### config.mk
export PLATFORM = sky130hd
export DESIGN_NAME = sd_bp_mod
export DESIGN_NICKNAME = d
export VERILOG_FILES = /design/src/rtl/sd_bp_mod.sv
export SDC_FILE = /design/constraint.sdc
export NUM_CORES = 1
export LEC_CHECK = 0
export BUFFER_PORTS_ARGS = -buffer_cell sky130_fd_sc_hd__clkbuf_2
export CAP_MARGIN = 20
export CORE_UTILIZATION = 40
export CTS_CLUSTER_SIZE = 10
export DETAILED_ROUTE_END_ITERATION = 16
export GPL_ROUTABILITY_DRIVEN = 1
export PLACE_DENSITY = 0.67
export SLEW_MARGIN = 0
export SYNTH_ARGS = -nofsm -noshare
export SYNTH_HDL_FRONTEND = slang
export SYNTH_SLANG_ARGS = --single-unit
### constraint.sdc
create_clock -name clk -period 6.81 [get_ports clk]
set_input_delay 1.0215 -clock clk [delete_from_list [all_inputs] [get_ports clk]]
set_output_delay 1.0215 -clock clk [all_outputs]
set_load 0.05 [all_outputs]
### src/rtl/sd_bp_mod.sv
module sd_bp_mod #(
  parameter int IN_W    = 16,
  parameter int ACC_W   = 24,
  parameter int NSEC    = 5,
  parameter int SH_W    = 3,
  parameter int OVF_RUN = 4
) (
  input  logic                      clk,
  input  logic                      rst_n,
  input  logic                      in_valid,
  input  logic [IN_W-1:0]           in_data,
  input  logic                      cfg_we,
  input  logic [$clog2(NSEC)-1:0]   cfg_sel,
  input  logic [SH_W+1:0]           cfg_code,
  input  logic                      cfg_commit,
  output logic                      pdm_o
);
  localparam int CODE_W = SH_W + 2;
  localparam int CNT_W  = $clog2(OVF_RUN + 1);
  localparam logic signed [IN_W:0]    FSV = {2'b01, {(IN_W-1){1'b0}}};
  localparam logic signed [ACC_W+1:0] HI  = {3'b000, {(ACC_W-1){1'b1}}};
  localparam logic signed [ACC_W+1:0] LO  = {3'b111, {(ACC_W-1){1'b0}}};

  logic signed [IN_W-1:0]        u_q;
  logic signed [IN_W:0]          e_q;
  logic [NSEC-1:0][CODE_W-1:0]   shd_q, act_q;
  logic                          pend_q;
  logic signed [ACC_W-1:0]       st [NSEC];
  logic [NSEC-1:0]               ovf;
  logic [CNT_W-1:0]              run_q;

  wire clr = (run_q == CNT_W'(OVF_RUN));
  wire signed [IN_W:0] uext = {u_q[IN_W-1], u_q};
  assign pdm_o = ~st[NSEC-1][ACC_W-1];

  always_ff @(posedge clk or negedge rst_n) begin
    if (!rst_n) begin
      u_q    <= '0;
      e_q    <= '0;
      shd_q  <= '0;
      act_q  <= '0;
      pend_q <= 1'b0;
      run_q  <= '0;
    end else begin
      if (in_valid) u_q <= in_data;
      e_q <= pdm_o ? uext - FSV : uext + FSV;
      if (cfg_we) shd_q[cfg_sel] <= cfg_code;
      if (in_valid && pend_q) act_q <= shd_q;
      if (cfg_commit) pend_q <= 1'b1;
      else if (in_valid) pend_q <= 1'b0;
      if (clr) run_q <= '0;
      else if (|ovf) run_q <= run_q + 1'b1;
      else run_q <= '0;
    end
  end

  for (genvar g = 0; g < NSEC; g++) begin : sec
    logic signed [ACC_W-1:0] s_r, p_r, x, t, nxt;
    logic signed [ACC_W+1:0] sum;

    if (g == 0) begin : head
      assign x = {{(ACC_W-IN_W-1){e_q[IN_W]}}, e_q};
    end else begin : link
      assign x = st[g-1];
    end

    assign t = s_r >>> act_q[g][SH_W-1:0];

    always_comb begin
      sum = {{2{x[ACC_W-1]}}, x} - {{2{p_r[ACC_W-1]}}, p_r};
      if (act_q[g][CODE_W-1])
        sum = act_q[g][CODE_W-2] ? sum - {{2{t[ACC_W-1]}}, t}
                                 : sum + {{2{t[ACC_W-1]}}, t};
    end

    assign ovf[g] = (sum > HI) || (sum < LO);
    assign nxt = (sum > HI) ? HI[ACC_W-1:0] :
                 (sum < LO) ? LO[ACC_W-1:0] : sum[ACC_W-1:0];

    always_ff @(posedge clk or negedge rst_n) begin
      if (!rst_n) begin
        s_r <= '0;
        p_r <= '0;
      end else if (clr) begin
        s_r <= '0;
        p_r <= '0;
      end else begin
        p_r <= s_r;
        s_r <= nxt;
      end
    end

    assign st[g] = s_r;
  end
endmodule

# After elaboration in Yosys (flattened, before gate mapping)
# Cells that the tools add are included.
op_classes:
  muxes: 38
  order_cmp: 12
  n_eq_ne: 1
  n_reduce_logical: 9
  shifts: 5
  n_bitwise: 1
  add_sub_neg: 18
op_table:
  columns: ["op", "n"]
  rows:
  - ["2-to-1 mux 24 bit", 20]
  - ["2-to-1 mux 26 bit", 10]
  - ["adder 25 x 24 -> 26 bit", 5]
  - ["> comparator 26 x 24 -> 1 bit (second input constant)", 5]
  - ["< comparator 26 x 24 -> 1 bit (second input constant)", 5]
  - ["subtractor 25 x 24 -> 26 bit", 5]
  - [">>> shifter 24 x 3 -> 24 bit", 5]
  - ["subtractor 24 x 24 -> 25 bit", 4]
  - ["bitwise mux 25 bit", 1]
  - ["subtractor 17 x 24 -> 25 bit", 1]
  - ["adder 16 x 17 -> 17 bit (second input constant)", 1]
  - ["2-to-1 mux 17 bit", 1]
  - ["subtractor 16 x 17 -> 17 bit (second input constant)", 1]
  - ["demux 5 bit (select 3 bit)", 1]
  - ["2-to-1 mux 3 bit", 2]
  - ["logical OR 1 bit", 5]
  - ["2-to-1 mux 5 bit", 1]
  - ["OR reduction 5 bit", 1]
  - ["< comparator 3 x 4 -> 1 bit (second input constant)", 1]
  - ["adder 3 x 1 -> 3 bit (second input constant)", 1]
  - ["equality test 3 bit (second input constant)", 1]
  - ["greater-or-equal comparator 3 x 1 -> 1 bit (second input constant)", 1]
  - ["logical AND 1 bit", 2]
  - ["2-to-1 mux 1 bit", 2]
  - ["other kinds (2)", 2]
totals:
  register_bits: 327
  out_inout_bits: 1
  input_bits: 29
  word_cells: 108

# Depth between registers and ports, before layout
logic_depth:
  word_depth: 9
  depth_mapped: 32
  mapped_depth_nobuf: 29

# Least setup slack after synthesis
# Ideal clock, no wire load.
synth_timing:
  kind: "register to register"
  startpoint: "register act_q[2] (netlist bit)"
  endpoint: "register run_q[0]"
  t_arrival_ns: 6.258
  slack_ns: 0.418
  required_time_ns: 6.676
  setup_ns: 0.134
  n_path_buf: 4
  period_less_slack_ns: 6.392
  path_stages_with_launch: 29
  cell_sequence: "dfrtp_1 buf_2 buf_2 buf_1 clkbuf_1 mux2i_1 nor2_1 a21oi_1 o21a_1 ha_1 or4b_1 o31ai_1 and2b_2 a21oi_1 xnor2_1 ha_1 a21oi_1 o21ai_0 o41ai_1 o21ai_0 and2_1 and3_1 a2111oi_4 mux2i_1 a22oi_1 o211ai_1 o2111ai_1 and4bb_4 nor3_1"
synth_via:
  elab_chain_len: 9
  word_cells_on_any_way: 11
  classes_between: "add/sub: 2; order compare: 2; shift: 1; mux: 4; reduce/logical: 2"
synth_lines:
  columns: ["item", "line_no", "source"]
  rows:
  - ["start: declaration", "26", "logic [NSEC-1:0][CODE_W-1:0] shd_q, act_q;"]
  - ["start signal: assignment", "48", "if (in_valid && pend_q) act_q <= shd_q;"]
  - [">>> shifter 24 x 3 -> 24 bit (*)", "67", "assign t = s_r >>> act_q[g][SH_W-1:0];"]
  - ["adder 25 x 24 -> 26 bit or subtractor 25 x 24 -> 26 bit (tied branches)", "73, 72", null]
  - ["2-to-1 mux 26 bit (*)", "72", "sum = act_q[g][CODE_W-2] ? sum - {{2{t[ACC_W-1]}}, t}"]
  - ["2-to-1 mux 26 bit (*)", "71", "if (act_q[g][CODE_W-1])"]
  - ["> comparator 26 x 24 -> 1 bit or < comparator 26 x 24 -> 1 bit (tied branches)", "76", "assign ovf[g] = (sum > HI) || (sum < LO);"]
  - ["logical OR 1 bit (*)", "76", null]
  - ["OR reduction 5 bit (*)", "52", "else if (|ovf) run_q <= run_q + 1'b1;"]
  - ["2-to-1 mux 3 bit (*)", "52", null]
  - ["2-to-1 mux 3 bit (*)", "51", "if (clr) run_q <= '0;"]
  - ["end signal: assignment", "52", null]
  - ["end: declaration", "30", "logic [CNT_W-1:0] run_q;"]
# Every way passes the cells marked *; elsewhere a longest branch is shown, timed or not.
# A chain may end at the register's enable or synchronous reset.

# Worst setup path in the final report
layout_timing:
  startpoint: "register sec[0].s_r[5]"
  endpoint: "register run_q[0]"
layout_via:
  elab_chain_len: 9
  word_cells_on_any_way: 19
  classes_between: "add/sub: 5; order compare: 4; shift: 1; mux: 6; reduce/logical: 3"
layout_lines:
  columns: ["item", "line_no", "source"]
  rows:
  - ["start: declaration", "58", "logic signed [ACC_W-1:0] s_r, p_r, x, t, nxt;"]
  - ["start signal: assignment", "89", "s_r <= nxt;"]
  - ["subtractor 24 x 24 -> 25 bit or >>> shifter 24 x 3 -> 24 bit (tied branches)", "70, 67", null]
  - ["adder 25 x 24 -> 26 bit or subtractor 25 x 24 -> 26 bit (tied branches)", "73, 72", null]
  - ["2-to-1 mux 26 bit", "72", null]
  - ["2-to-1 mux 26 bit", "71", null]
  - ["> comparator 26 x 24 -> 1 bit or < comparator 26 x 24 -> 1 bit (tied branches)", "76", null]
  - ["logical OR 1 bit", "76", null]
  - ["OR reduction 5 bit (*)", "52", null]
  - ["2-to-1 mux 3 bit (*)", "52", null]
  - ["2-to-1 mux 3 bit (*)", "51", null]
# Marks and branches as above.

==> metrics <==
DRC Markers 0; count of routing violations after the opening detailed-route iteration 1949; Worst Setup Slack, final 0.458 ns; final design utilization 43.7%; Avg Inst Size Synth 8.47 sq um; EDFF count, synth 0; mean routed wirelength per cell 17.7 microns; worst-margin pin slew 1.08 ns; clock latency at the later pin of the worst-skew pair 0.58 ns; required arrival time at the worst endpoint 7.22 ns; num rows 106; post-synth net total 4301; clock tree from TritonCTS yes; Pre-antenna DRT Iters 7; Fin Hold WS 0.370 ns; all-layer global routing usage 20.8%; Period minus WS final 6.35 ns; Cells after Synth 4010; total vias in the final route 29220; Total Die Area 86100 sq um; max-slew violation total from the final report 0; uppermost layer routed met5; die span in x 293 microns; vias per std cell 5.70; worst hold path class flop to flop; maximum clock frequency 157 MHz; Detailed Place HPWL 68.1 mm; Max Fanout on Critical Path 9; detailed route wirelength on metal3 4.18 mm; IO Port Bufs 29; max incr delay on CP 0.61 ns; Area Overhead vs Synth 7.85%; proportion of synthesized chip area in sequential cells 24.1%; slowest cell on the critical path sky130_fd_sc_hd__a2111oi_4; number of nets in the layout 4259; met2 wirelength from detailed routing 41.8 mm; outcome complete, no violations; fraction of layout cells with a size suffix above 1 11.4%; post-synthesis instance area 34000 sq um; number of sinks driven by the clock tree 327; remaining antenna violation count after routing 0; hold-fix buffers at CTS 0; Final Instance Area 36600 sq um; setup clock skew after layout 0.0207 ns; setup-violating endpoint count in the final report 0; flops & latches, synth 327; root cell of the clock tree sky130_fd_sc_hd__clkbuf_16; number of warning messages in the yosys log 0; clock buffer count from CTS 42; startpoint of the worst hold path u_q[9]; via count of the first global-routing pass 27990; total placed instance area 35200 sq um; most common library cell in the layout ignoring fill and taps sky130_fd_sc_hd__a21oi_1; total detailed-routing wirelength 90.4 mm; Metal-1 WL 41.9 mm; critical path class flop to flop; crit share post-route 93.3%; max-cap check violation count 0; sort of element at the start of the critical path flop; global-route wire length before repair 147 mm; CORE AREA 83800 sq um; dominant synthesized flop cell sky130_fd_sc_hd__dfrtp_1; GR Overflow Total 0; H-tree levels 2; Max Root-Sink Buffers 3; hold violation count in the final report 0; maximum number of pins on one net before global-route repair 154; initial cell density of the core 40.5%; placer congestion estimate 0.926; kind of end point of the critical path flop; Most common cell on crit path sky130_fd_sc_hd__a21oi_1; share of synthesized registers carrying an async set or reset 100%; signal arrival time at the worst endpoint 6.76 ns; remaining max-slew budget at the tightest pin 28.2%; Die Y 293 microns; launching element of the worst setup path sec[0].s_r[5]; number of antenna violations at the first check in global routing 6; Post-Place Worst Slack 0.258 ns; commonest cells after routing, fill and taps aside sky130_fd_sc_hd__a21oi_1 (371), sky130_fd_sc_hd__dfrtp_1 (321), sky130_fd_sc_hd__nand2_1 (307); clock-pin slew on the worst setup and hold paths 0.06 ns; number of top-level pins 30; FF-to-FF Start sec[0].s_r[5]; number of unique standard cell types used by synthesis 110
==> path summary, 6_finish.rpt <==
check,end,slack [ns],cells past startpoint
worst max-delay path,run_q[0],0.46,26
worst min-delay path,e_q[9],0.37,0
worst max register to register,run_q[0],0.46,26
worst min register to register,e_q[9],0.37,0
max in group asynchronous,act_q[11],5.17,2
min in group asynchronous,sec[1].s_r[22],0.38,1
==> synth_stat cells (all sizes together), types with 38 or more instances <==
master  number  area (sq um)
xnor2      155          1360
nor2b       57           357
nor2       303          1140
o21a        61           458
inv        231           867
a21o       131           983
clkbuf     106           398
nor3        77           390
buf         77           413
a211oi      38           290
dfrtp      327          8180
and2       168          1050
and3        40           255
mux2i      185          1860
a21oi      371          1860
nand3       65           325
ha         252          3150
nand2b      62           388
mux4        62          1400
o21ai      190           951
mux2       151          1700
a31oi       46           315
nand2      308          1160
xor2       131          1150
==> worst max-delay path: cells and delay by family (launching register included) <==
family / cells / cell delay, ns
AOI/OAI and AO/OA: 12 / 2.52
and+or+nand+nor: 9 / 1.92
adders and majority gates: 2 / 0.51
DFF: 1 / 0.50
muxes: 1 / 0.33
xor gates and xnor gates: 1 / 0.19
buffers and inverters: 1 / 0.19
==> sequential cells by signal (all words and copies together) (netlist names) <==
name and count:
sec.s_r 120, act_q 25, pend_q 1, run_q 3, sec.p_r 120, shd_q 25, u_q 16, e_q 17
==> metrics by stage <==
stage,cells,setup TNS (ns)
floorplan,4010,0
global placement,5050,0
detailed placement,5050,0
CTS,5114,0
global route,5122,-0.00653
finish,5123,0
==> layout make-up <==
cell class,count,area (sq um)
diodes,1,2.50
clock buffers,55,1160
clock inverters,9,101
fillers,8291,47200
inverters,235,882
multi-input cells,3265,24200
flip-flops and latches,327,8190
well taps,1134,1420
repair buffers,97,711
==> cell families after synthesis <==
logic type / synth area share [%]
XOR/XNOR: 7.44
adder cells (fa/ha/maj): 9.87
AND/OR/NAND/NOR: 17.4
flip-flops: 24.1
buffers and inverters: 4.98
AO/OA/AOI/OAI: 21.6
multiplexers: 14.6
==> what timing repair did <==
action                     in CTS  in global routing
gates resized for setup         0                 16
buffers inserted                0                  7
setup endpoints to repair       0                 63
==> layer usage <==
layer	vias to the layer above	track usage (%)
met2	660	34.1
met5	-	0
li1	14382	-
met1	14031	28.4
met4	4	6.50
met3	143	2.75
Power is left out: the tool's default activity adds up to more than one toggle a clock period on the data nets, which glitch-free logic cannot reach.
